## src/rtl/gc_pkg.sv

```systemverilog
package gc_pkg;
  typedef enum logic {
    TRIG_FROM_REG = 1'b0,
    TRIG_FROM_PIN = 1'b1
  } trig_src_e;
endpackage

```

## src/rtl/gc_byte_merge.sv

```systemverilog
module gc_byte_merge #(
  parameter int DATA_W = 32
) (
  input  logic [DATA_W-1:0]   old_i,
  input  logic [DATA_W-1:0]   new_i,
  input  logic [DATA_W/8-1:0] strb_i,
  output logic [DATA_W-1:0]   merged_o
);
  localparam int LANES = DATA_W / 8;

  for (genvar b = 0; b < LANES; b++) begin : g_lane
    assign merged_o[b*8 +: 8] = strb_i[b] ? new_i[b*8 +: 8] : old_i[b*8 +: 8];
  end
endmodule

```

## src/rtl/gc_trig_sel.sv

```systemverilog
module gc_trig_sel
  import gc_pkg::*;
#(
  parameter trig_src_e TRIG_SRC      = TRIG_FROM_REG,
  parameter bit        TRIG_ACT_HIGH = 1'b1
) (
  input  logic trig_reg_wr_i,
  input  logic hw_trig_i,
  output logic fire_o
);
  logic pin_active;

  assign pin_active = TRIG_ACT_HIGH ? hw_trig_i : ~hw_trig_i;
  assign fire_o     = (TRIG_SRC == TRIG_FROM_REG) ? trig_reg_wr_i : pin_active;
endmodule

```

## src/rtl/gc_buf_slot.sv

```systemverilog
module gc_buf_slot #(
  parameter int DATA_W = 32
) (
  input  logic                clk,
  input  logic                rst,
  input  logic                wr_i,
  input  logic [DATA_W-1:0]   wdata_i,
  input  logic [DATA_W/8-1:0] wstrb_i,
  input  logic                fire_i,
  output logic [DATA_W-1:0]   val_o,
  output logic                swmod_o,
  output logic                pend_o
);
  logic [DATA_W-1:0] hold_q;
  logic [DATA_W-1:0] hold_nxt;
  logic              commit;

  gc_byte_merge #(.DATA_W(DATA_W)) u_merge (
    .old_i    (hold_q),
    .new_i    (wdata_i),
    .strb_i   (wstrb_i),
    .merged_o (hold_nxt)
  );

  // Only data pending before this edge is released; a write arriving on
  // the same edge lands in the buffer and stays pending.
  assign commit = fire_i & pend_o;

  always_ff @(posedge clk) begin
    if (rst) begin
      hold_q  <= '0;
      val_o   <= '0;
      pend_o  <= 1'b0;
      swmod_o <= 1'b0;
    end else begin
      swmod_o <= commit;
      if (commit) val_o <= hold_q;
      if (wr_i) begin
        hold_q <= hold_nxt;
        pend_o <= 1'b1;
      end else if (commit) begin
        pend_o <= 1'b0;
      end
    end
  end
endmodule

```

## src/rtl/gc_plain_reg.sv

```systemverilog
module gc_plain_reg #(
  parameter int DATA_W = 32
) (
  input  logic                clk,
  input  logic                rst,
  input  logic                wr_i,
  input  logic [DATA_W-1:0]   wdata_i,
  input  logic [DATA_W/8-1:0] wstrb_i,
  output logic [DATA_W-1:0]   val_o,
  output logic                swmod_o
);
  logic [DATA_W-1:0] val_nxt;

  gc_byte_merge #(.DATA_W(DATA_W)) u_merge (
    .old_i    (val_o),
    .new_i    (wdata_i),
    .strb_i   (wstrb_i),
    .merged_o (val_nxt)
  );

  always_ff @(posedge clk) begin
    if (rst) begin
      val_o   <= '0;
      swmod_o <= 1'b0;
    end else begin
      swmod_o <= wr_i;
      if (wr_i) val_o <= val_nxt;
    end
  end
endmodule

```

## src/rtl/grpcommit_regfile.sv

```systemverilog
module grpcommit_regfile
  import gc_pkg::*;
#(
  parameter int        DATA_W        = 32,
  parameter int        NUM_BUF       = 3,
  parameter int        ADDR_W        = $clog2(NUM_BUF + 1),
  parameter trig_src_e TRIG_SRC      = TRIG_FROM_REG,
  parameter bit        TRIG_ACT_HIGH = 1'b1
) (
  input  logic                           clk,
  input  logic                           rst,
  input  logic                           bus_we,
  input  logic [ADDR_W-1:0]              bus_addr,
  input  logic [DATA_W-1:0]              bus_wdata,
  input  logic [DATA_W/8-1:0]            bus_wstrb,
  output logic [DATA_W-1:0]              bus_rdata,
  input  logic                           hw_trig,
  output logic [(NUM_BUF+1)*DATA_W-1:0]  hw_value,
  output logic [NUM_BUF:0]               hw_swmod
);
  localparam int NUM_REGS = NUM_BUF + 1;
  localparam int TRIG_IDX = NUM_BUF;

  logic [NUM_REGS-1:0] wr_hit;
  logic [NUM_BUF-1:0]  pend_vec;
  logic [DATA_W-1:0]   reg_val [NUM_REGS];
  logic                trig_fire;

  for (genvar i = 0; i < NUM_REGS; i++) begin : g_dec
    assign wr_hit[i] = bus_we && (int'(bus_addr) == i) && (|bus_wstrb);
  end

  gc_trig_sel #(
    .TRIG_SRC      (TRIG_SRC),
    .TRIG_ACT_HIGH (TRIG_ACT_HIGH)
  ) u_trig (
    .trig_reg_wr_i (wr_hit[TRIG_IDX]),
    .hw_trig_i     (hw_trig),
    .fire_o        (trig_fire)
  );

  for (genvar i = 0; i < NUM_BUF; i++) begin : g_slot
    gc_buf_slot #(.DATA_W(DATA_W)) u_slot (
      .clk     (clk),
      .rst     (rst),
      .wr_i    (wr_hit[i]),
      .wdata_i (bus_wdata),
      .wstrb_i (bus_wstrb),
      .fire_i  (trig_fire),
      .val_o   (reg_val[i]),
      .swmod_o (hw_swmod[i]),
      .pend_o  (pend_vec[i])
    );
  end

  gc_plain_reg #(.DATA_W(DATA_W)) u_trig_reg (
    .clk     (clk),
    .rst     (rst),
    .wr_i    (wr_hit[TRIG_IDX]),
    .wdata_i (bus_wdata),
    .wstrb_i (bus_wstrb),
    .val_o   (reg_val[TRIG_IDX]),
    .swmod_o (hw_swmod[TRIG_IDX])
  );

  for (genvar i = 0; i < NUM_REGS; i++) begin : g_out
    assign hw_value[i*DATA_W +: DATA_W] = reg_val[i];
  end

  always_ff @(posedge clk) begin
    if (rst) begin
      bus_rdata <= '0;
    end else if (int'(bus_addr) < NUM_REGS) begin
      bus_rdata <= reg_val[bus_addr];
    end else begin
      bus_rdata <= '0;
    end
  end
endmodule

```

## config.mk

```make
export PLATFORM = sky130hd
export DESIGN_NAME = grpcommit_regfile
export DESIGN_NICKNAME = d
export VERILOG_FILES = /design/src/rtl/gc_pkg.sv /design/src/rtl/gc_byte_merge.sv /design/src/rtl/gc_trig_sel.sv /design/src/rtl/gc_buf_slot.sv /design/src/rtl/gc_plain_reg.sv /design/src/rtl/grpcommit_regfile.sv
export SDC_FILE = /design/constraint.sdc
export NUM_CORES = 1
export LEC_CHECK = 0
export BUFFER_PORTS_ARGS = -buffer_cell sky130_fd_sc_hd__buf_2
export CORE_ASPECT_RATIO = 0.8
export CORE_MARGIN = 3
export CORE_UTILIZATION = 40
export CTS_CLUSTER_DIAMETER = 100
export CTS_CLUSTER_SIZE = 30
export DETAILED_ROUTE_END_ITERATION = 7
export HOLD_SLACK_MARGIN = 0.15
export PLACE_DENSITY = 0.64
export SETUP_SLACK_MARGIN = 0.1
export SLEW_MARGIN = 10
export SYNTH_ARGS = -nofsm -noshare
export SYNTH_HDL_FRONTEND = slang
export SYNTH_SLANG_ARGS = --single-unit
```

## constraint.sdc

```tcl
create_clock -name clk -period 3.27 [get_ports clk]
set_clock_uncertainty 0.2 [all_clocks]
set_input_delay 0.327 -clock clk [delete_from_list [all_inputs] [get_ports clk]]
set_output_delay 0.327 -clock clk [all_outputs]
set_load 0.02 [all_outputs]
```

# Yosys cells after proc, flatten, opt, wreduce, memory -nomap -nowiden
# Index checks and enable logic that the tools add are counted.
classes:
  magnitude_cmp: 1
  eq_ne: 3
  mux: 9
  n_bitwise: 4
  reduce_logical: 29
op_table:
  columns: ["op", "count"]
  rows:
  - ["$bmux 32 s2", 1]
  - ["$mux 32", 2]
  - ["$reduce_and 2->1", 16]
  - ["$logic_and 1x1->1", 8]
  - ["$mux 1", 6]
  - ["$reduce_bool 2->1", 3]
  - ["$eq 2x2->1 const B", 2]
  - ["$reduce_or 4->1", 1]
  - ["$and 1x1->1", 3]
  - ["$ge 3x3->1 const B", 1]
  - ["$not 2->3", 1]
  - ["$eq 2x1->1 const B", 1]
  - ["$logic_not 2->1", 1]
word_totals:
  regBits: 263
  input_bits: 42
  output_inout_bits: 164
  wordCells: 73

# Logic depth before layout (Yosys ltp)
# Gate-level depths: netlist of run 1.
logic_depth:
  depth_word: 6
  ltp_mapped: 6
  depth_no_buf: 3

# Modules after synthesis
# Synthesis of run 1 repeated with hierarchy kept, for this count alone.
hier_totals:
  cells_unflattened: 1171
  hier_area_um2: 12899.9
by_module_without_submodules:
  columns: ["module", "instances", "cells_each", "area_per_inst_um2", "seq_area_each_um2"]
  rows:
  - ["gc_buf_slot", 3, 256, 2631.3, 1321.3]
  - ["gc_byte_merge", 4, 36, 525.5, 0.0]
  - ["grpcommit_regfile", 1, 152, 1694.1, 640.6]
  - ["gc_plain_reg", 1, 106, 1202.4, 660.6]
  - ["gc_trig_sel", 1, 1, 7.5, 0.0]

# Worst setup path after synthesis of run 1
# No wires, ideal clock.
synth_timing:
  path_type: "input port to flip-flop"
  from: "input bus_wstrb[1]"
  to: "register g_slot[0].u_slot.val_o[10]"
  setup_time_ns: 0.132
  arrival_ns: 1.476
  required_time_ns: 2.938
  setup_slack_ns: 1.462
  cell_stages: 6
  path_buffers: 3
  path_cell_list: "buf_2 o41ai_4 buf_6 clkbuf_1 or3_1 a21oi_1"
synth_between:
  elab_chain_cells: 3
synth_rtl:
  columns: ["element", "line", "rtl"]
  rows:
  - ["start, declared", "grpcommit_regfile.sv:15", "input logic [DATA_W/8-1:0] bus_wstrb,"]
  - ["$reduce_or 4->1", "grpcommit_regfile.sv:30", "assign wr_hit[i] = bus_we && (int'(bus_addr) == i) && (|bus_wstrb);"]
  - ["$logic_and 1x1->1", "grpcommit_regfile.sv:30", null]
  - ["$and 1x1->1", "gc_buf_slot.sv:27", "assign commit = fire_i & pend_o;"]
  - ["end signal, assigned", "gc_buf_slot.sv:37", "if (commit) val_o <= hold_q;"]
  - ["end, declared", "gc_buf_slot.sv:10", "output logic [DATA_W-1:0] val_o,"]
# No other way between the ends.
# A chain may end at the register's enable or synchronous reset.

# Worst setup path after layout of run 1
layout_timing:
  from: "input bus_addr[1]"
  to: "register bus_rdata[0]"
layout_between:
  elab_chain_cells: 4
layout_rtl:
  columns: ["element", "line", "rtl"]
  rows:
  - ["start, declared", "grpcommit_regfile.sv:13", "input logic [ADDR_W-1:0] bus_addr,"]
  - ["$not 2->3 (implied by the code)", "grpcommit_regfile.sv:74", "bus_rdata <= reg_val[bus_addr];"]
  - ["$bmux 32 s2", "grpcommit_regfile.sv:74", null]
  - ["$mux 32 (implied by the code) (2 in a row)", "grpcommit_regfile.sv:74", null]
  - ["end signal, assigned", "grpcommit_regfile.sv:74", null]
  - ["end, declared", "grpcommit_regfile.sv:16", "output logic [DATA_W-1:0] bus_rdata,"]
# No other way between the ends. The select of a mux whose other input is x is not followed.

==> summary.md, run 1 <==
## Power
- internal power: 4.12 mW
- proportion of power drawn by combinational gates: 7.4%
- Total Power Consumption: 5.41 mW
- switching share of total power: 23.8%
- cell leakage power: 4.61 nW
- clock share of power: 32.3%
- Seq pwr share: 60.3%
- total net switching power: 1.29 mW
- Pwr Density: 432 nW/um2
- largest vdd supply drop: 0.249 mV

## Final layout
- Antenna diodes: 0
- post-route cell area: 12500 um2
- number of non-filler instances in the completed layout: 1732
- share of final-layout standard cells stronger than drive strength 1: 20.3%
- core occupancy in the finished layout: 48.6%
- layout-stage area growth over the synthesis result: 17.3%
- NumNets Final: 1422

## STA
- final cycle utilization of the critical path: 58.2%
- maximum operating frequency: 526 MHz
- number of pins with negative max-slew slack in the final report: 0
- final worst-path setup slack: 1.37 ns
- relative slew slack: 47.4%
- RSZ-0062 raised after global routing: no
- Final Hold Slack: 0.187 ns
- time the worst path needs with I/O delays and setup: 1.90 ns
- Worst-Margin Slew: 0.789 ns
- final-report setup violation count: 0
- Sum Neg Setup Slack: 0 ns
- Final Hold Violating Endpoints: 0

## Hold path
- class of the most critical hold timing path: in -> reg

## Worst setup path
- maximum fanout along the worst path: 55
- startpoint class of the critical path: input port
- Data arrival, critical path: 2.07 ns
- Data required, critical path: 3.44 ns
- Crit. End Element: flop
- Worst Path Class, Setup: in -> reg

## CTS
- maximum level of the CTS H-tree: 1
- number of sinks driven by the clock tree: 263
- clock tree from TritonCTS: built
- CTS clock-pin slew for the worst setup and hold paths: 0.12 ns
- clock root buffer: sky130_fd_sc_hd__clkbuf_16
- source-to-sink clock delay at the later pin of the worst-skew pair: 0.49 ns
- number of buffers inserted during clock tree synthesis: 12
- Post-CTS Setup Bufs: 0
- maximum number of buffers from clock root to sink: 3

## Detailed routing
- via density per instance: 5.10
- starting DRC count in detailed routing: 566
- DRT antenna net count: 0
- average routed wire per standard cell: 16.1 um
- detailed-route via count: 8828
- 1st-pass router iterations: 5
- final wirelength: 27900 um
- drc violations: 0

## GRT
- initial antenna violation count: 1
- via count of the first global-routing pass: 7967
- largest net degree at the start of global routing: 109
- GRT overflow: 0
- first-pass GRT wire length: 44400 um
- total routing resource utilization after global routing: 18.7%

## Logic synthesis
- flip-flop and latch count after synthesis: 263
- Yosys cell types: 30
- fraction of registers with async set or reset after synthesis: 0%
- Post-synth EDFFs: 0
- synth top area cells: sky130_fd_sc_hd__dfxtp_1, sky130_fd_sc_hd__a21oi_1, sky130_fd_sc_hd__nand2_1
- most frequent cells after synthesis: sky130_fd_sc_hd__dfxtp_1, sky130_fd_sc_hd__a21oi_1, sky130_fd_sc_hd__nand2_1
- cell with the most instances after synthesis: sky130_fd_sc_hd__dfxtp_1
- Syn Inst Count: 1220
- average size of a mapped cell: 8.74 um2
- Yosys warning total: 0
- library cell occupying the most area in the post-synthesis netlist: sky130_fd_sc_hd__dfxtp_1
- Synth Net Count: 1262
- share of the synthesized area in the top cell type: 49.4%
- sequential element share of the synthesized area: 49.4%
- Post-synth top flop: sky130_fd_sc_hd__dfxtp_1
- summed instance area of the synthesized netlist: 10700 um2

## Floorplanning
- Die X-Extent: 189 um
- number of standard-cell rows in the floorplan: 52
- core region area: 25800 um2
- die boundary height: 152 um
- area enclosed by the die boundary: 28700 um2
- initial core utilization: 41.4%
- I/O pins: 206

## Placement
- worst setup timing slack at the placement stage: 0.806 ns
- cell area after placement: 11900 um2
- total placed cells including tap cells: 1685
- final HPWL from detailed placement: 18000 um
- Port Buffer Count: 204
- gpl congestion: 0.733

## Run status
- status: finished clean

## Run
- max-cap viol count: 0

==> critical path, stage by stage <==
cell                      delay [ns]
sky130_fd_sc_hd__buf_4          0.58
sky130_fd_sc_hd__buf_4          0.42
sky130_fd_sc_hd__mux4_2         0.54
sky130_fd_sc_hd__nor2b_1        0.14
==> logic make-up (layout without fill, tap and decap cells) <==
kind of cell / Yosys count / count (layout) / share of synthesized area (%)
flops: 263 / 263 / 49.4
simple gates: 393 / 393 / 18.4
compound gates: 294 / 294 / 14.1
buf+inv: 206 / 367 / 8.35
mux: 64 / 64 / 9.76
==> path summary, 6_finish.rpt <==
kind	from	end	slack, ns	cells after the start
max	bus_addr[1]	bus_rdata[0]	1.37	4
min reg2reg	g_slot[2].u_slot.hold_q[1]	g_slot[2].u_slot.hold_q[1]	0.26	2
min	rst	bus_rdata[7]	0.19	2
max reg2reg	g_slot[0].u_slot.pend_o	g_slot[0].u_slot.val_o[4]	1.72	4
==> layout by cell type, fill, tap and decap left out, drive strengths merged, types with 2 or more instances in the layout <==
cell,instances
dfxtp,263
buf,223
a21oi,194
nand2,193
or3,97
inv,96
o21ai,96
nor2,33
mux4,32
nor2b,32
mux2i,32
dlygate4sd3,32
clkbuf,15
and4b,8
nand4b,8
nor4bb,4
and4,4
nand4,4
nand3,4
nor3b,3
nor3,2
==> layout make-up <==
| type | instances | area, um2 |
|---|---|---|
| Sequential cell | 263 | 5270 |
| Timing Repair Buffer | 256 | 1560 |
| Clock inverter | 1 | 7.51 |
| Inverter | 96 | 360 |
| Tap cell | 351 | 439 |
| Clock buffer | 14 | 339 |
| Multi-Input combinational cell | 751 | 4550 |
| Fill cell | 2528 | 13200 |
==> flip-flops by register name, summed over array words and instances (netlist names) <==
register and count:
g_slot.u_slot.hold_q 96, u_trig_reg.swmod_o 1, u_trig_reg.val_o 32, g_slot.u_slot.swmod_o 3
g_slot.u_slot.val_o 96, g_slot.u_slot.pend_o 3, bus_rdata 32
==> layer usage <==
layer / GRT usage [%] / part of all wire (%) / up-vias
li1: - / - / 4400
met1: 28.1 / 48 / 4166
met2: 29.1 / 45 / 241
met3: 2.90 / 6.0 / 19
met4: 2.84 / 1.1 / 2
met5: 0 / 0.036 / -
==> what timing repair did <==
item,4_1_cts,5_1_grt
resized for setup,0,0
hold buffers,32,0
endpoints found under the setup margin,0,0
hold endpoints to repair,128,0
==> power groups by stage <==
stage,registers (mW),clock network [mW],logic [mW]
2_1_floorplan,3.34,0,0.238
3_3_place_gp,3.33,0,0.368
3_5_place_dp,3.34,0,0.373
4_1_cts,3.26,1.80,0.403
5_1_grt,3.27,1.92,0.440
6_report,3.26,1.75,0.399
No activity file was read; power rests on OpenSTA's default activity.
==> inputs of run 2 (changes only) <==
- ABC_AREA: not set -> 1
- PLACE_DENSITY: 0.64 -> 0.66
- clock period: 3.27 -> 1.7 ns (I/O delays scaled with it)
==> run 2 against run 1 <==
  * Global-route usage rose by 3.0 points
  * First-iteration DRC count grew 79%
  * Non-clock buffer count increased by 101
  * Critical path type is now reg -> out
  * Sequential share of layout area is 6.2 points lower
  * The flow now finishes with violations (negative hold slack)
  * Clock power up 100%
  * Wire length increased by 26%
  * Area after synthesis grew 9.0%
==> summary.md, run 2 <==
## Run status
- status: finished with violations
- violated checks: negative hold slack

## Hold path
- number of instances on the worst hold path: 4, +2
- class of the most critical hold timing path: in -> reg
- Hold Crit Start: rst
- Worst Hold Endpoint: g_slot[1].u_slot.val_o[6]

## Floorplanning
- number of standard-cell rows in the floorplan: 55, +5.8%
- die boundary height: 159 um, +4.2%
- area enclosed by the die boundary: 31200 um2, +8.7%
- core region area: 28400 um2, +10%
- Die X-Extent: 197 um, +4.3%
- initial core utilization: 40.9%, -0.48 points
- I/O pins: 206, unchanged

## Logic synthesis
- sequential element share of the synthesized area: 45.3%, -4.1 points
- most frequent cells after synthesis: sky130_fd_sc_hd__nand2_1, sky130_fd_sc_hd__nor2_1, sky130_fd_sc_hd__inv_1
- dominant combinational cell family by area after synthesis: simple AND/OR/NAND/NOR gates
- Post-synth EDFFs: 0, unchanged
- synth top area cells: sky130_fd_sc_hd__dfxtp_1, sky130_fd_sc_hd__nand2_1, sky130_fd_sc_hd__nor2_1
- Yosys cell types: 17, -43%
- Post-Synth XOR/XNOR Area: 0%, unchanged
- fraction of registers with async set or reset after synthesis: 0%, unchanged
- library cell occupying the most area in the post-synthesis netlist: sky130_fd_sc_hd__dfxtp_1
- Synth Net Count: 1865, +48%
- Post-synth top flop: sky130_fd_sc_hd__dfxtp_1
- Yosys warning total: 0, unchanged
- Syn Inst Count: 1823, +49%
- adder-cell area share of the yosys netlist: 0%, unchanged
- fraction of synthesized area in multiplexers: 0%, -9.8 points
- flip-flop and latch count after synthesis: 263, unchanged
- share of the synthesized area in the top cell type: 45.3%, -4.1 points
- fraction of the mapped netlist area in simple logic gates: 35.8%, +17 points
- average size of a mapped cell: 6.38 um2, -27%
- synthesized-area fraction occupied by ao, oa, aoi and oai cells: 3.23%, -11 points
- cell with the most instances after synthesis: sky130_fd_sc_hd__nand2_1
- summed instance area of the synthesized netlist: 11600 um2, +9.0%

## Power
- Pwr Density: 766 nW/um2, +77%
- total net switching power: 2.89 mW, +120%
- switching share of total power: 25.7%, +1.9 points
- internal power: 8.35 mW, +100%
- cell leakage power: 8.21 nW, +78%
- proportion of power drawn by combinational gates: 11.6%, +4.2 points
- clock share of power: 31.6%, -0.7 points
- largest vdd supply drop: 0.538 mV, +120%
- Total Power Consumption: 11.2 mW, +110%
- Seq pwr share: 56.8%, -3.5 points

## STA
- relative slew slack: 46.3%, -1.1 points
- final-report setup violation count: 0, unchanged
- final worst-path setup slack: 0.123 ns, -1.24 ns
- final cycle utilization of the critical path: 92.8%
- maximum operating frequency: 634 MHz
- Final Hold Slack: -0.0716 ns, -0.259 ns
- Worst-Margin Slew: 0.805 ns, +0.0160 ns
- Final Hold Violating Endpoints: 26, +26
- number of pins with negative max-slew slack in the final report: 0, unchanged
- Sum Neg Setup Slack: 0 ns, unchanged
- time the worst path needs with I/O delays and setup: 1.58 ns
- RSZ-0062 raised after global routing: yes

## Worst setup path
- RR Endpoint: bus_rdata[24]
- flop-to-flop setup slack: 0.19 ns, -1.53 ns
- Worst Path Class, Setup: reg -> out
- Data arrival, critical path: 1.21 ns, -0.86 ns
- cell type of the slowest stage on the worst timing path: sky130_fd_sc_hd__dfxtp_1
- kind of cell adding the most delay to the critical path: flip-flops
- Critical Path, Cell by Cell: buf_2
- worst-case reg-to-reg path depth: 5, +1
- maximum fanout along the worst path: 3, -95%
- origin of the critical flop-to-flop path: u_trig_reg.val_o[24]
- WP buf/inv: 1, -1
- Data required, critical path: 1.33 ns, -2.11 ns
- Crit. End Element: output port
- startpoint class of the critical path: flop
- Crit path largest cell delay: 0.49 ns, -0.09 ns

## GRT
- largest net degree at the start of global routing: 48, -56%
- met1 Use GR: 29.1%, +0.95 points
- first-pass GRT wire length: 55000 um, +24%
- total routing resource utilization after global routing: 21.8%, +3.0 points
- GRT overflow: 0, unchanged
- GRT met3 Usage: 3.79%, +0.88 points
- initial antenna violation count: 0, -1
- global routing's busiest layer: met2
- via count of the first global-routing pass: 10551, +32%
- global-route track usage on met2: 36.3%, +7.2 points

## Detailed routing
- DRT antenna net count: 0, unchanged
- starting DRC count in detailed routing: 1012, +79%
- drc violations: 0, unchanged
- detailed-route via count: 11441, +30%
- final wirelength: 35100 um, +26%
- via density per instance: 4.65, -8.8%
- 1st-pass router iterations: 5, unchanged
- average routed wire per standard cell: 14.3 um, -11%

## Placement
- gpl congestion: 0.853, +16%
- worst setup timing slack at the placement stage: -0.0970 ns, -0.903 ns
- total placed cells including tap cells: 2351, +40%
- cell area after placement: 13300 um2, +13%
- Port Buffer Count: 204, unchanged
- final HPWL from detailed placement: 23500 um, +30%

## CTS
- maximum number of buffers from clock root to sink: 3, unchanged
- number of sinks driven by the clock tree: 263, unchanged
- CTS clock-pin slew for the worst setup and hold paths: 0.12 ns, about the same
- clock root buffer: sky130_fd_sc_hd__clkbuf_16
- clock tree from TritonCTS: built
- source-to-sink clock delay at the later pin of the worst-skew pair: 0.49 ns, about the same
- maximum level of the CTS H-tree: 1, unchanged
- number of buffers inserted during clock tree synthesis: 12, unchanged

## Final layout
- layout-stage area growth over the synthesis result: 26.2%
- largest registers: g_slot.u_slot.hold_q (96), g_slot.u_slot.val_o (96)
- share of final-layout standard cells stronger than drive strength 1: 14.4%, -5.8 points
- core occupancy in the finished layout: 51.7%, +3.1 points
- most frequent standard cell in the layout excluding fill and tap cells: sky130_fd_sc_hd__nand2_1
- NumNets Final: 2133, +50%
- number of non-filler instances in the completed layout: 2462, +42%
- post-route cell area: 14700 um2, +17%
- leading cell types in the layout, fill and taps excluded: sky130_fd_sc_hd__nand2_1, sky130_fd_sc_hd__nor2_1, sky130_fd_sc_hd__inv_1
- Antenna diodes: 0, unchanged

## Run
- max-cap viol count: 0, unchanged

-- run 2: how the worst max path moves through the flow --
| stage | start | to | slack (ns) | cells after the start |
|---|---|---|---|---|
| 3_3_place_gp | bus_addr[1] | g_slot[1].u_slot.hold_q[24] | -0.02 | 8 |
| 2_1_floorplan | bus_addr[1] | g_slot[0].u_slot.val_o[10] | 0.36 | 7 |
| 6_report | g_slot[0].u_slot.val_o[30] | hw_value[30] | 0.12 | 1 |
| 4_1_cts | bus_wstrb[0] | g_slot[0].u_slot.hold_q[5] | 0.10 | 6 |
| 5_1_grt | bus_addr[0] | g_slot[0].u_slot.hold_q[7] | 0.06 | 10 |
| 3_5_place_dp | bus_addr[0] | g_slot[2].u_slot.hold_q[24] | -0.1 | 8 |
-- run 2: cells by family (layout without fill, tap and decap cells) --
logic type	after synthesis	in the layout
simple gates	1033	1033
buf+inv	460	729
flops	263	263
compound gates	67	67
-- run 2: layout make-up --
class,count,area [um2]
Fill cell,2745,13700
Sequential cell,263,5270
Multi-Input combinational cell,1100,4580
Timing Repair Buffer,357,2660
Inverter,357,1350
Tap cell,370,463
Clock buffer,13,325
Clock inverter,2,35.0
-- run 2: power groups by stage --
| stage | combinational, mW | clock, mW | sequential (mW) |
|---|---|---|---|
| final | 1.30 | 3.55 | 6.39 |
| after global routing | 1.44 | 3.84 | 6.41 |
| after CTS | 1.27 | 3.66 | 6.39 |
| after detailed placement | 1.13 | 0 | 6.53 |
| after global placement | 1.12 | 0 | 6.52 |
| after floorplan | 0.626 | 0 | 6.59 |
-- run 2: per-layer routing --
layer / share of wire (%) / wire, um
met5: 0 / 0
met3: 7.0 / 2470
met4: 3.2 / 1130
met1: 45 / 15800
met2: 45 / 15700
-- run 2: timing repair --
item | CTS | global route
buffers inserted | 0 | 11
endpoints found under the setup margin | 0 | 130
gates resized for setup | 0 | 11
hold buffers | 83 | 2
hold endpoints to repair | 261 | 89
==> inputs of run 3 (changes only) <==
- GPL_TIMING_DRIVEN: not set -> 0
==> run 3 against run 2 <==
  * The run now ends clean
  * Global-route usage up 3.0 points
  * First-iteration DRC count rose by 15%
  * Cell area decreased by 4.4%
  * Critical path type is now in -> reg
  * Flip-flop and latch count did not move
  * Total power shrank 1.3%
==> summary.md, run 3 (synthesis gave the netlist of run 2 again) <==
## Run status
- status: finished clean

## STA
- number of pins with negative max-slew slack in the final report: 0, unchanged
- final-report setup violation count: 0, unchanged
- relative slew slack: 44.0%, -2.3 points
- final cycle utilization of the critical path: 94.0%, +1.2 points
- RSZ-0062 raised after global routing: yes
- maximum operating frequency: 626 MHz, -1.3%
- Final Hold Violating Endpoints: 0, -100%
- final worst-path setup slack: 0.103 ns, -0.0204 ns
- time the worst path needs with I/O delays and setup: 1.60 ns, +0.0204 ns
- Worst-Margin Slew: 0.840 ns, +0.0349 ns
- Sum Neg Setup Slack: 0 ns, unchanged
- Final Hold Slack: 0.206 ns, +0.278 ns

## Placement
- Port Buffer Count: 204, unchanged
- final HPWL from detailed placement: 29300 um, +25%
- worst setup timing slack at the placement stage: -0.374 ns, -0.277 ns
- total placed cells including tap cells: 2397, +2.0%
- cell area after placement: 13100 um2, -1.7%
- gpl congestion: 0.948, +11%

## Power
- largest vdd supply drop: 0.496 mV, -7.8%
- Seq pwr share: 57.6%, +0.8 points
- total net switching power: 2.99 mW, +3.2%
- cell leakage power: 7.78 nW, -5.3%
- Pwr Density: 791 nW/um2, +3.2%
- internal power: 8.11 mW, -2.9%
- Total Power Consumption: 11.1 mW, -1.3%
- clock share of power: 31.1%, -0.5 points
- proportion of power drawn by combinational gates: 11.4%, -0.2 points
- switching share of total power: 26.9%, +1.2 points

## CTS
- maximum number of buffers from clock root to sink: 3, unchanged
- clock root buffer: sky130_fd_sc_hd__clkbuf_16
- number of sinks driven by the clock tree: 263, unchanged
- CTS clock-pin slew for the worst setup and hold paths: 0.12 ns, about the same
- source-to-sink clock delay at the later pin of the worst-skew pair: 0.51 ns, +0.02 ns
- maximum level of the CTS H-tree: 1, unchanged
- number of buffers inserted during clock tree synthesis: 12, unchanged
- clock tree from TritonCTS: built

## Worst setup path
- startpoint class of the critical path: input port
- maximum fanout along the worst path: 7, +4
- Worst Path Class, Setup: in -> reg
- worst-case reg-to-reg path depth: 5, unchanged
- origin of the critical flop-to-flop path: g_slot[1].u_slot.pend_o
- flop-to-flop setup slack: 0.15 ns, -0.04 ns
- Data required, critical path: 1.91 ns, +0.58 ns
- Data arrival, critical path: 1.81 ns, +0.60 ns
- Crit. End Element: flop
- RR Endpoint: g_slot[1].u_slot.val_o[25]

## GRT
- total routing resource utilization after global routing: 24.7%, +3.0 points
- largest net degree at the start of global routing: 31, -35%
- via count of the first global-routing pass: 10769, +2.1%
- first-pass GRT wire length: 59900 um, +9.1%
- initial antenna violation count: 2, +2
- GRT overflow: 0, unchanged

## Final layout
- number of non-filler instances in the completed layout: 2471, +0.37%
- layout-stage area growth over the synthesis result: 20.6%
- sequential cell area: 5270 um2, about the same
- footprint of the multi-input gates: 4550 um2, -0.63%
- NumNets Final: 2140, +0.33%
- share of final-layout standard cells stronger than drive strength 1: 13.2%, -1.2 points
- Filler Cell Count: 2954, +7.6%
- most frequent standard cell in the layout excluding fill and tap cells: sky130_fd_sc_hd__nand2_1
- leading cell types in the layout, fill and taps excluded: sky130_fd_sc_hd__nand2_1, sky130_fd_sc_hd__nor2_1, sky130_fd_sc_hd__inv_1
- core occupancy in the finished layout: 49.4%, -2.3 points
- largest registers: g_slot.u_slot.hold_q (96), g_slot.u_slot.val_o (96)
- post-route cell area: 14000 um2, -4.4%

## Floorplanning
- die boundary height: 159 um, unchanged
- area enclosed by the die boundary: 31200 um2, unchanged
- initial core utilization: 40.9%, unchanged
- I/O pins: 206, unchanged
- Die X-Extent: 197 um, unchanged
- number of standard-cell rows in the floorplan: 55, unchanged
- core region area: 28400 um2, unchanged

## Detailed routing
- final wirelength: 40200 um, +15%
- detailed-route via count: 11767, +2.8%
- starting DRC count in detailed routing: 1165, +15%
- DRT antenna net count: 0, unchanged
- average routed wire per standard cell: 16.3 um, +14%
- drc violations: 0, unchanged
- via density per instance: 4.76, +2.5%
- 1st-pass router iterations: 6, +1

## Hold path
- number of instances on the worst hold path: 5, +1
- Worst Hold Endpoint: bus_rdata[22]
- class of the most critical hold timing path: in -> reg
- Hold Crit Start: bus_addr[0]

## Run
- max-cap viol count: 0, unchanged

==> run 3: changes by cell type in the layout (fill, tap and decap cells not counted), moves of 5 or more <==
cell | before | now
sky130_fd_sc_hd__buf_12 | 21 | 0
sky130_fd_sc_hd__buf_2 | 204 | 234
sky130_fd_sc_hd__buf_4 | 48 | 9
sky130_fd_sc_hd__buf_6 | 1 | 6
sky130_fd_sc_hd__clkbuf_1 | 0 | 55
sky130_fd_sc_hd__dlygate4sd3_1 | 76 | 51
sky130_fd_sc_hd__dlymetal6s4s_1 | 7 | 0
==> run 3: power groups by stage <==
stage                     clock [mW]  sequential [mW]  combinational, mW
after detailed placement           0             6.53               1.12
after floorplan                    0             6.59              0.626
after CTS                       3.52             6.39               1.22
final                           3.44             6.39               1.26
after global routing            3.72             6.41               1.38
after global placement             0             6.52               1.10
==> run 3: layout make-up <==
| class | instances | share of cell area [%] |
|---|---|---|
| Clock buffer | 14 | 2.35 |
| Clock inverter | 2 | 0.0713 |
| Sequential cell | 263 | 37.5 |
| Tap cell | 370 | 3.30 |
| Antenna cell | 1 | 0.0178 |
| Buffer | 103 | 3.56 |
| Timing Repair Buffer | 260 | 11.2 |
| Inverter | 357 | 9.55 |
| Multi-Input combinational cell | 1101 | 32.5 |
==> run 3: repair_timing <==
action | 4_1_cts | 5_1_grt
endpoints found under the setup margin | 0 | 38
hold endpoints to repair | 151 | 0
hold buffers | 51 | 0
gates resized for setup | 0 | 11
buffers inserted | 0 | 5
==> run 3: routing by layer <==
layer  wire [um]  vias up  GRT usage [%]
li1            -     5905              -
met1       18000     5271           33.6
met2       17100      499           38.8
met3        3710       90           6.39
met4        1300        2           7.73
met5           9        -              0
==> run 3: how the worst max path moves through the flow <==
| stage | start | end | slack [ns] | depth (start not counted) |
|---|---|---|---|---|
| after global placement | rst | g_slot[1].u_slot.hold_q[8] | -0.34 | 6 |
| final | bus_addr[1] | g_slot[1].u_slot.hold_q[31] | 0.10 | 8 |
| after CTS | bus_addr[0] | g_slot[2].u_slot.hold_q[31] | 0.11 | 8 |
| after global routing | bus_addr[0] | g_slot[2].u_slot.hold_q[31] | 0.06 | 8 |
| after detailed placement | rst | g_slot[1].u_slot.hold_q[9] | -0.37 | 6 |
| after floorplan | bus_addr[1] | g_slot[0].u_slot.val_o[10] | 0.36 | 7 |
==> run 3: worst max-delay path, cell delays in order <==
cell and delay, ns:
sky130_fd_sc_hd__buf_2 0.11, sky130_fd_sc_hd__inv_1 0.07, sky130_fd_sc_hd__nand2_1 0.31, sky130_fd_sc_hd__nor2_2 0.37, sky130_fd_sc_hd__nand4_1 0.11, sky130_fd_sc_hd__dlygate4sd3_1 0.57, sky130_fd_sc_hd__nand2_1 0.06, sky130_fd_sc_hd__nor2_1 0.05
